File: src/rtl/i2c_xd_pkg.sv
package i2c_xd_pkg;
  localparam int ADDR_W = 7;
  localparam int BYTE_W = ADDR_W + 1;
  localparam int XT_W   = 3;

  typedef enum logic [XT_W-1:0] {
    XC_NONE   = 3'd0,
    XC_GCALL  = 3'd1,
    XC_STARTB = 3'd2,
    XC_CBUS   = 3'd3,
    XC_RSVFMT = 3'd4,
    XC_TENBIT = 3'd5,
    XC_OTHER  = 3'd6
  } xcode_e;

  function automatic logic is_xcode(input logic [BYTE_W-1:0] b);
    return (b[BYTE_W-1 -: 4] == 4'h0) || (b[BYTE_W-1 -: 4] == 4'hF);
  endfunction

  function automatic xcode_e classify(input logic [BYTE_W-1:0] b);
    xcode_e t;
    t = XC_NONE;
    if (b[BYTE_W-1 -: 4] == 4'h0) begin
      case (b[BYTE_W-1:1])
        7'd0:    t = b[0] ? XC_STARTB : XC_GCALL;
        7'd1:    t = XC_CBUS;
        7'd2:    t = XC_RSVFMT;
        default: t = XC_OTHER;
      endcase
    end else if (b[BYTE_W-1 -: 4] == 4'hF) begin
      t = (b[BYTE_W-1 -: 5] == 5'b11110) ? XC_TENBIT : XC_OTHER;
    end
    return t;
  endfunction
endpackage

File: src/rtl/i2c_xd_edges.sv
module i2c_xd_edges (
  input  logic clk,
  input  logic rst_n,
  input  logic scl_i,
  input  logic sda_i,
  output logic scl_rise,
  output logic scl_fall,
  output logic start_evt,
  output logic stop_evt
);
  logic scl_q, sda_q;

  always_ff @(posedge clk or negedge rst_n) begin
    if (!rst_n) begin
      scl_q <= 1'b1;
      sda_q <= 1'b1;
    end else begin
      scl_q <= scl_i;
      sda_q <= sda_i;
    end
  end

  // SCL held high across both samples qualifies an SDA edge as a bus condition.
  always_comb begin
    scl_rise  = scl_i & ~scl_q;
    scl_fall  = ~scl_i & scl_q;
    start_evt = scl_i & scl_q & sda_q & ~sda_i;
    stop_evt  = scl_i & scl_q & ~sda_q & sda_i;
  end
endmodule

File: src/rtl/i2c_xd_addr_phase.sv
module i2c_xd_addr_phase
  import i2c_xd_pkg::*;
#(
  parameter int AW = ADDR_W
) (
  input  logic          clk,
  input  logic          rst_n,
  input  logic          scl_rise,
  input  logic          scl_fall,
  input  logic          start_evt,
  input  logic          stop_evt,
  input  logic          sda_i,
  input  logic          release_req,
  input  logic [AW-1:0] own_addr,
  output logic          irq,
  output logic          ext_flag,
  output logic          match_flag,
  output xcode_e        xtype
);
  localparam int BW    = AW + 1;
  localparam int CNT_W = $clog2(BW + 1);
  localparam logic [CNT_W-1:0] LAST = CNT_W'(BW);

  logic             active;
  logic [CNT_W-1:0] bit_cnt;
  logic [BW-1:0]    shreg;

  always_ff @(posedge clk or negedge rst_n) begin
    if (!rst_n) begin
      active     <= 1'b0;
      bit_cnt    <= '0;
      shreg      <= '0;
      irq        <= 1'b0;
      ext_flag   <= 1'b0;
      match_flag <= 1'b0;
      xtype      <= XC_NONE;
    end else begin
      irq <= 1'b0;
      if (start_evt) begin
        // Any START, repeated or not, opens a fresh address phase.
        active     <= 1'b1;
        bit_cnt    <= '0;
        ext_flag   <= 1'b0;
        match_flag <= 1'b0;
        xtype      <= XC_NONE;
      end else if (release_req || stop_evt) begin
        active <= 1'b0;
      end else if (active) begin
        if (scl_rise && bit_cnt < LAST) begin
          shreg   <= {shreg[BW-2:0], sda_i};
          bit_cnt <= bit_cnt + 1'b1;
        end else if (scl_fall && bit_cnt == LAST) begin
          irq        <= 1'b1;
          ext_flag   <= is_xcode(shreg);
          match_flag <= (shreg[BW-1:1] == own_addr);
          xtype      <= classify(shreg);
          active     <= 1'b0;
        end
      end
    end
  end
endmodule

File: src/rtl/i2c_xd_tx_readback.sv
module i2c_xd_tx_readback #(
  parameter int BW = 8
) (
  input  logic          clk,
  input  logic          rst_n,
  input  logic          tx_start,
  input  logic [BW-1:0] tx_byte,
  input  logic          scl_rise,
  input  logic          sda_i,
  output logic          tx_done,
  output logic          tx_err
);
  localparam int CNT_W = $clog2(BW);
  localparam logic [CNT_W-1:0] LAST = CNT_W'(BW - 1);

  logic             busy;
  logic [CNT_W-1:0] cnt;
  logic [BW-1:0]    ref_q, cap_q;
  logic [BW-1:0]    cap_next;

  assign cap_next = {cap_q[BW-2:0], sda_i};

  always_ff @(posedge clk or negedge rst_n) begin
    if (!rst_n) begin
      busy    <= 1'b0;
      cnt     <= '0;
      ref_q   <= '0;
      cap_q   <= '0;
      tx_done <= 1'b0;
      tx_err  <= 1'b0;
    end else begin
      tx_done <= 1'b0;
      if (tx_start) begin
        busy   <= 1'b1;
        cnt    <= '0;
        ref_q  <= tx_byte;
        tx_err <= 1'b0;
      end else if (busy && scl_rise) begin
        cap_q <= cap_next;
        cnt   <= cnt + 1'b1;
        if (cnt == LAST) begin
          busy    <= 1'b0;
          tx_done <= 1'b1;
          tx_err  <= (cap_next != ref_q);
        end
      end
    end
  end
endmodule

File: src/rtl/i2c_xcode_detector.sv
module i2c_xcode_detector
  import i2c_xd_pkg::*;
(
  input  logic              clk,
  input  logic              rst_n,
  input  logic              scl_i,
  input  logic              sda_i,
  input  logic              own_we,
  input  logic [ADDR_W-1:0] own_wdata,
  output logic [ADDR_W-1:0] own_addr_o,
  input  logic              release_req,
  input  logic              tx_start,
  input  logic [BYTE_W-1:0] tx_byte,
  output logic              irq_o,
  output logic [7:0]        status_o,
  output logic              tx_done_o,
  output logic              tx_err_o
);
  logic   scl_rise, scl_fall, start_evt, stop_evt;
  logic   ext_flag, match_flag;
  xcode_e xtype;

  always_ff @(posedge clk or negedge rst_n) begin
    if (!rst_n) own_addr_o <= '0;
    else if (own_we) own_addr_o <= own_wdata;
  end

  i2c_xd_edges u_edges (
    .clk(clk), .rst_n(rst_n), .scl_i(scl_i), .sda_i(sda_i),
    .scl_rise(scl_rise), .scl_fall(scl_fall),
    .start_evt(start_evt), .stop_evt(stop_evt)
  );

  i2c_xd_addr_phase #(.AW(ADDR_W)) u_addr (
    .clk(clk), .rst_n(rst_n), .scl_rise(scl_rise), .scl_fall(scl_fall),
    .start_evt(start_evt), .stop_evt(stop_evt), .sda_i(sda_i),
    .release_req(release_req), .own_addr(own_addr_o),
    .irq(irq_o), .ext_flag(ext_flag), .match_flag(match_flag), .xtype(xtype)
  );

  i2c_xd_tx_readback #(.BW(BYTE_W)) u_txchk (
    .clk(clk), .rst_n(rst_n), .tx_start(tx_start), .tx_byte(tx_byte),
    .scl_rise(scl_rise), .sda_i(sda_i),
    .tx_done(tx_done_o), .tx_err(tx_err_o)
  );

  assign status_o = {2'b00, ext_flag, match_flag, 1'b0, xtype};
endmodule

File: config.mk
export PLATFORM = sky130hd
export DESIGN_NAME = i2c_xcode_detector
export DESIGN_NICKNAME = d
export VERILOG_FILES = /design/src/rtl/i2c_xd_pkg.sv /design/src/rtl/i2c_xd_edges.sv /design/src/rtl/i2c_xd_addr_phase.sv /design/src/rtl/i2c_xd_tx_readback.sv /design/src/rtl/i2c_xcode_detector.sv
export SDC_FILE = /design/constraint.sdc
export NUM_CORES = 1
export LEC_CHECK = 0
export CAP_MARGIN = 20
export CORE_ASPECT_RATIO = 1.4
export CORE_UTILIZATION = 46
export CTS_CLUSTER_SIZE = 8
export DETAILED_ROUTE_END_ITERATION = 16
export PLACE_DENSITY = 0.77
export SETUP_SLACK_MARGIN = 0.02
export SLEW_MARGIN = 20
export SYNTH_ARGS = -nofsm -noshare
export SYNTH_HDL_FRONTEND = slang
export SYNTH_SLANG_ARGS = --single-unit
File: constraint.sdc
create_clock -name clk -period 1.5 [get_ports clk]
set_input_delay 0.3 -clock clk [delete_from_list [all_inputs] [get_ports clk]]
set_output_delay 0.3 -clock clk [all_outputs]
set_load 0.02 [all_outputs]
==> results, run 1 <==
- Once detailed placement completed, the half-perimeter wirelength came to roughly 3000 um.
- The flow ran to the end, but the final reports show violations.
- The met1 routed wirelength after detailed routing is around 1500 um.
- The max-slew violation count came to 0.
- The category of the most critical setup path is flop to flop.
- The final worst-path cycle share is 1.03.
- STA classifies the critical path startpoint as a flop.
- The initial detailed-routing violation count is 37.
- The class of the worst hold path is primary input to flop.
- The most repeated cell in the gate-level netlist after synthesis is sky130_fd_sc_hd__dfrtp_1.
- The TritonCTS sink count is around 50.
- The die span in y is between 80 and 90 um.
- Once detail routing completed, the nets flagged for antenna violations numbered 0.
- The routed layout has 1445 vias.
- The post-synthesis average cell area is ~13 um2.
- In this run the horizontal extent of the chip is about 60 um.
- The standard cell area after detailed placement is approximately 2800 um2.
- The clock-pin slew reported for the worst setup and hold paths after clock tree synthesis is 80 ps.
- The sequential cell area is 1230 um2.
- For this configuration, the core starts out at a cell density of 0.481.
- The synthesized netlist occupies a cell area of ~2200 um2.
- The first-pass GRT wire length is 6490 um.
- The root buffer cell chosen for the clock tree is sky130_fd_sc_hd__clkbuf_8.
- The wire length on met3 is about 120 um.
- The detailed-routing iteration count for the pre-antenna-repair pass is 4.
- The signal arrival time at the worst endpoint is approximately 1700 ps.
- Setup repair after global routing could not meet its margin everywhere.
- The number of global-route vias before repair is roughly 1500.
- The checks that failed: negative setup slack.
- In this run the core area contains 29 standard-cell rows.
- The number of enable-type register cells in the synthesized netlist is 0.
- The headroom to the max-slew limit is 0.661.
- The DRC violation count after routing is 0.
- For the pin with the worst max-slew slack, the measured transition is roughly 500 ps.
- The dominant cell type by area after synthesis is sky130_fd_sc_hd__dfrtp_1.
- The fraction of synthesized cell area taken by the top area cell type is 0.539.
- The met2 layer wire length in the routed design is roughly 2300 um.
- The CTS tree is built.
- In this run, CTS created clock tree buffers numbering 5.
- In this run the worst path has a maximum fanout of 4.
- The share of the core filled with cells is 0.638.
- The source of the critical timing path is u_addr.shreg[5].
- The initial antenna violation count was 0.
- In the final layout, the share of cells above drive strength 1 is 0.309.
- Counting flops with an async set or reset pin after synthesis yields a share of 1.00.
- The flip-flop and latch count after synthesis is 49.
- After detailed routing, the average wire length per cell comes to approximately 14 um.
- The all-layer global routing usage is 0.177.
- The maximum clock rate is roughly 0.65 GHz.
- The leakage power total is about 1.4 nW.
- Summed over all layers, the global routing overflow is 0.
- The final instance area is between 2000 and 3000 um2.
- The layout overhead on the synthesized area is 32.8%.
- For this run, the register share of the synthesized area comes to 0.563.
- The distinct cell type count after synthesis is 38.
- Clock skew on the completed layout was measured at around 5.7 ps.
- The total negative slack is -41.8 ps.
- The H-tree level count is 2.
- The worst setup path is captured at a flop.
- The total power draw is between 3 and 4 mW.
- The total wirelength of the detailed-routed design is 3980 um.
- The die covers around 5000 um2.
- The uppermost signal routing layer after detailed routing is met4.
- Hold timing on the final database bottoms out at a slack of approximately 400 ps.
- The power density normalized to cell area is between 1000 and 1500 nW/um2.
- The start of the worst register-to-register path is u_addr.shreg[5].
- The final period demand of the worst path is 1540 ps.
- Synthesis produced a netlist whose cell count is 173.
- In the post-synthesis netlist, the biggest area contributors are sky130_fd_sc_hd__dfrtp_1 (54%), sky130_fd_sc_hd__mux2_2 (14%), sky130_fd_sc_hd__xnor2_1 (4.4%), sky130_fd_sc_hd__xor2_1 (2.8%), sky130_fd_sc_hd__dfstp_2 (2.4%).
- The later pin in the worst-skew pair is clocked with a latency of ~300 ps.
- Entering global routing, the biggest net connects 23 pins.
- In the final layout, the multi-input gates occupy ~930 um2.
- The worst setup timing slack at the placement stage is -377 ps.
- The total of warnings raised by yosys is 0.
- The net count of the finished layout is roughly 260.
- The floorplan core area is ~4500 um2.
- Ranked by instance count, the synthesized netlist is headed by sky130_fd_sc_hd__dfrtp_1 (47), sky130_fd_sc_hd__mux2_2 (28), sky130_fd_sc_hd__xnor2_1 (11), sky130_fd_sc_hd__nand2_1 (10).
- The required time reported for the critical path endpoint is about 1700 ps.
- The critical hold path startpoint is scl_i.
- During I/O placement, the number of pins put on the boundary was 40.
- At the end of routability-driven placement, the weighted congestion stood at 0.753.
- The placed instance count is around 290.
- The maximum count of clock buffers along a single path is 2.
- Using the TritonRoute via totals, the vias-per-cell ratio works out to 4.95.
- The count of cells in the finished layout, fillers not included, comes to roughly 290.
- The hold violation total from the final report came to 0.
- The count of final setup violators is 2.
- The final setup slack of the worst path is -41.3 ps.
- Across the run, the number of max-cap violations was 0.
- IR analysis of the VDD net gives a maximum drop of 0.682 mV.
- The most used flip-flop cell after synthesis is sky130_fd_sc_hd__dfrtp_1.
- The repair_antennas step left the layout with diodes totalling 0.
- Fill cells in the final layout number between 300 and 400.
- The number of I/O port buffers is 36.
==> sequential cells by signal (all words and copies together), names as in the netlist, 3 cells and up <==
register / cells
own_addr_o: 7
u_txchk.cap_q: 7
u_txchk.cnt: 3
u_addr.shreg: 8
u_txchk.ref_q: 8
u_addr.bit_cnt: 4
u_addr.xtype: 3
==> power by group <==
group          internal (mW)  switching [mW]  leakage, nW
logic                  0.483           0.319        0.702
clock network          0.366           0.402       0.0443
registers               1.52           0.200        0.615
total                   2.37           0.920         1.36
==> critical path, cell delays in order, from the launching register on <==
cell and delay, ps:
sky130_fd_sc_hd__dfrtp_1 380, sky130_fd_sc_hd__or4_4 550, sky130_fd_sc_hd__or3_1 310, sky130_fd_sc_hd__a22o_1 190
==> layout make-up <==
type / instances / area share
clock buffer: 7 / 0.0298
inverter: 4 / 0.00519
multi-input combinational: 110 / 0.322
sequential: 49 / 0.424
tap: 62 / 0.0268
timing repair buffer: 60 / 0.191
==> logic make-up after synthesis <==
| group | count (synthesis) | share of synthesized area |
|---|---|---|
| xor+xnor | 18 | 0.0723 |
| compound gates | 20 | 0.0643 |
| mux | 28 | 0.145 |
| buf+inv | 16 | 0.0384 |
| fa+ha+maj | 4 | 0.0229 |
| flops | 49 | 0.563 |
| simple gates | 37 | 0.0924 |
| other cells | 1 | 0.00172 |
==> what timing repair did <==
| item | 4_1_cts | 5_1_grt |
|---|---|---|
| buffers inserted | 0 | 0 |
| endpoints found under the hold margin | 16 | 0 |
| hold buffers | 1 | 0 |
| endpoints found under the setup margin | 32 | 16 |
| resized for setup | 24 | 10 |
| pin swaps | 3 | 3 |
| gates cloned | 0 | 0 |
==> path summary, 6_finish.rpt <==
check | to | slack, ps | cells after the start
worst max-delay path | u_addr.xtype[2] | -40 | 3
worst min-delay path | u_edges.scl_q | 400 | 2
worst max register to register | u_addr.xtype[2] | -40 | 3
worst min register to register | u_addr.ext_flag | 490 | 1
max in group asynchronous | u_addr.irq | 490 | 3
min in group asynchronous | u_addr.shreg[2] | 500 | 2
==> cells in the final DEF (no fill, tap or decap), types with 7 or more instances in the layout <==
cell	netlist	routed
sky130_fd_sc_hd__buf_4	6	18
sky130_fd_sc_hd__clkdlybuf4s50_1	0	19
sky130_fd_sc_hd__dfrtp_1	47	47
sky130_fd_sc_hd__dlygate4sd2_1	0	16
sky130_fd_sc_hd__mux2_2	28	22
sky130_fd_sc_hd__nand2_1	10	9
sky130_fd_sc_hd__xnor2_1	11	11
sky130_fd_sc_hd__xor2_1	7	7
==> routing by layer <==
metal,global-route usage,vias up
li1,-,703
met1,0.196,704
met2,0.301,30
met3,0.0512,8
met4,0.0782,0
met5,0,-
(Power assumes the default switching activity.)
==> run 2, diff against run 1 <==
CORE_MARGIN = 2   (was not set)
==> results, run 2 (synthesized netlist as in run 1, its figures left out) <==
- Run status: finished with violations (unchanged).
- Violations in the final reports: negative setup slack (unchanged).
- The clock tree root driver cell is sky130_fd_sc_hd__clkbuf_8 (unchanged).
- The hold violation total from the final report is 0 (unchanged).
- The DRC violation count after routing was 0 (unchanged).
- The standard cell area after detailed placement is 2750 um2 (was 2760 um2).
- The detailed-routing iteration count for the pre-antenna-repair pass came to 4 (unchanged).
- The power density normalized to cell area came to 1180 nW/um2 (was 1140 nW/um2).
- The worst supply voltage drop on vdd is 0.795 mV (was 0.682 mV).
- The all-layer global routing usage is 0.162 (was 0.177).
- The number of diodes added for antenna fixing is 0 (unchanged).
- The count of boundary I/O pins is 40 (unchanged).
- The required time reported for the critical path endpoint is 1710 ps (was 1700 ps).
- The first-pass GRT wire length is 6790 um (was 6490 um).
- The TritonCTS buffer count is 5 (unchanged).
- The met2 usage is 0.289 (was 0.301).
- The leakage power total is 1.40 nW (was 1.36 nW).
- The initial detailed-routing violation count is 34 (was 37).
- The termination of the worst setup path was u_addr.xtype[2] (unchanged).
- The final estimated routing congestion in global placement was 0.783 (was 0.753).
- RSZ-0062 raised after global routing: yes (unchanged).
- The floorplan core area is 4540 um2 (unchanged).
- The number of global-route vias before repair came to 1559 (was 1464).
- The die span in y is 85.5 um (was 83.5 um).
- The busiest layer in global routing is met2 (unchanged).
- Leading registers by flop count: u_addr.shreg: 8 flops, u_txchk.ref_q: 8 flops (unchanged).
- The final worst-path cycle share came to 1.04 (was 1.03).
- The number of violations of the max-capacitance limit is 0 (unchanged).
- The signal arrival time at the worst endpoint is 1770 ps (was 1740 ps).
- The met1 capacity usage during global routing is 0.185 (was 0.196).
- The global routing usage on met3 is 0.0358 (was 0.0512).
- The placed instance count was 285 (unchanged).
- The effective utilization at floorplan came to 0.481 (unchanged).
- The CTS tree is built (unchanged).
- The element type at the critical path end was a flop (unchanged).
- The clock-pin slew reported for the worst setup and hold paths after clock tree synthesis is 90 ps (was 80 ps).
- The maximum clock rate is 0.641 GHz (was 0.649 GHz).
- The total wirelength of the detailed-routed design was 3850 um (was 3980 um).
- The final setup slack of the worst path is -59.4 ps (was -41.3 ps).
- The worst-skew pair later-pin latency is 310 ps (was 300 ps).
- The detailed placement HPWL is 2830 um (was 2960 um).
- The total power draw is 3.50 mW (was 3.29 mW).
- The final instance area is 2960 um2 (was 2900 um2).
- The category of the most critical setup path is flop to flop (unchanged).
- The net count of the finished layout is 261 (was 256).
- The worst reg2reg path depth came to 3 (unchanged).
- The average wire length per cell after detail routing is 12.9 um (was 13.6 um).
- The max-slew violation count is 0 (unchanged).
- The start of the worst register-to-register path is u_addr.shreg[4] (was u_addr.shreg[5]).
- The count of final setup violators is 3 (was 2).
- The critical path startpoint category is a flop (unchanged).
- The class of the worst hold path is primary input to flop (unchanged).
- The final period demand of the worst path is 1560 ps (was 1540 ps).
- The share of the core filled with cells is 0.653 (was 0.638).
- The post-route antenna net violation count was 0 (unchanged).
- The maximum count of clock buffers along a single path is 2 (unchanged).
- The capturing point of the worst reg2reg path is u_addr.xtype[2] (unchanged).
- The post-detailed-route via-to-cell ratio is 4.89 (was 4.95).
- The remaining global-route overflow is 0 (unchanged).
- The post-route clock skew was 9.42 ps (was 5.70 ps).
- The slack of the worst reg-to-reg path is -60 ps (was -40 ps).
- The via count is 1458 (was 1445).
- The horizontal die dimension is 62.2 um (was 60.2 um).
- Highest-count cells in the layout ignoring fill and taps: sky130_fd_sc_hd__dfrtp_1 (47), sky130_fd_sc_hd__buf_4 (23), sky130_fd_sc_hd__mux2_2 (21), sky130_fd_sc_hd__clkdlybuf4s50_1 (19), sky130_fd_sc_hd__dlygate4sd2_1 (16) (was sky130_fd_sc_hd__dfrtp_1 (47), sky130_fd_sc_hd__mux2_2 (22), sky130_fd_sc_hd__clkdlybuf4s50_1 (19), sky130_fd_sc_hd__buf_4 (18), sky130_fd_sc_hd__dlygate4sd2_1 (16)).
- The source of the critical timing path is u_addr.shreg[4] (was u_addr.shreg[5]).
- The TritonCTS sink count came to 49 (unchanged).
- The fraction of layout cells with a size suffix above 1 is 0.331 (was 0.309).
- The largest fanout on the critical path was 4 (unchanged).
- The area of the die is 5320 um2 (was 5020 um2).
- The most common library cell in the layout ignoring fill and taps is sky130_fd_sc_hd__dfrtp_1 (unchanged).
- The post-route non-filler standard cell count is 298 (was 292).
- The initial antenna violation count is 0 (unchanged).
- The H-tree level count is 2 (unchanged).
- The number of I/O port buffers is 36 (unchanged).
- The cell row count is 29 (unchanged).
- The pin count of the biggest net entering global routing is 50 (was 23).
- The layout overhead on the synthesized area is 35.8% (was 32.8%).
==> run 2: worst min-delay path by stage <==
stage | start | end | slack (ps) | cells past startpoint
after floorplan | rst_n | own_addr_o[0] | 4 | 0
after global placement | rst_n | own_addr_o[3] | 310 | 2
after detailed placement | rst_n | own_addr_o[3] | 300 | 2
after CTS | scl_i | u_edges.scl_q | 370 | 2
after global routing | scl_i | u_edges.scl_q | 380 | 2
final | scl_i | u_edges.scl_q | 380 | 2
==> run 2: area by class of cell <==
class                      count  area, um2
clock buffer                   6       82.6
clock inverter                 2       37.5
fill                         359       1570
inverter                       4       15.0
multi-input combinational    110        937
sequential                    49       1230
tap                           62       77.6
timing repair buffer          65        583
==> run 2: repair_timing <==
item / 4_1_cts / 5_1_grt
endpoints found under the setup margin: 27 / 20
gates resized for setup: 21 / 15
cloned: 0 / 0
setup buffers: 1 / 3
pin swaps: 2 / 4
hold endpoints to repair: 47 / 0
hold buffers: 1 / 0
==> run 2: metrics by stage <==
stage                     hold WS (ps)  TNS, ps  setup slack, ps
after detailed placement           304    -6910             -356
final                              384     -122            -59.4
after global placement             305    -6800             -349
after floorplan                   4.41    -60.1            -45.1
after CTS                          374    -93.6            -76.4
after global routing               379     -309            -96.1
==> run 2: report_power, final <==
group	internal, mW	switching (mW)	leakage [nW]
clock network	0.542	0.445	0.0574
registers	1.52	0.196	0.615
logic	0.493	0.307	0.728
total	2.56	0.948	1.40
==> run 2: layer usage <==
metal | vias up | wire [um]
met4 | 0 | 84
met5 | - | 0
met3 | 6 | 108
li1 | 718 | -
met2 | 25 | 2110
met1 | 709 | 1550
==> run 2: critical path, cell delays in order (launching register included) <==
cell and delay [ps]:
sky130_fd_sc_hd__dfrtp_1 390, sky130_fd_sc_hd__or4_4 550, sky130_fd_sc_hd__or3_1 330, sky130_fd_sc_hd__a22o_1 200
==> run 3, diff against run 2 <==
SLEW_MARGIN = 5   (was 20)
==> results of run 3 <==
Final layout, timing and power as in run 2 (identical DEF).
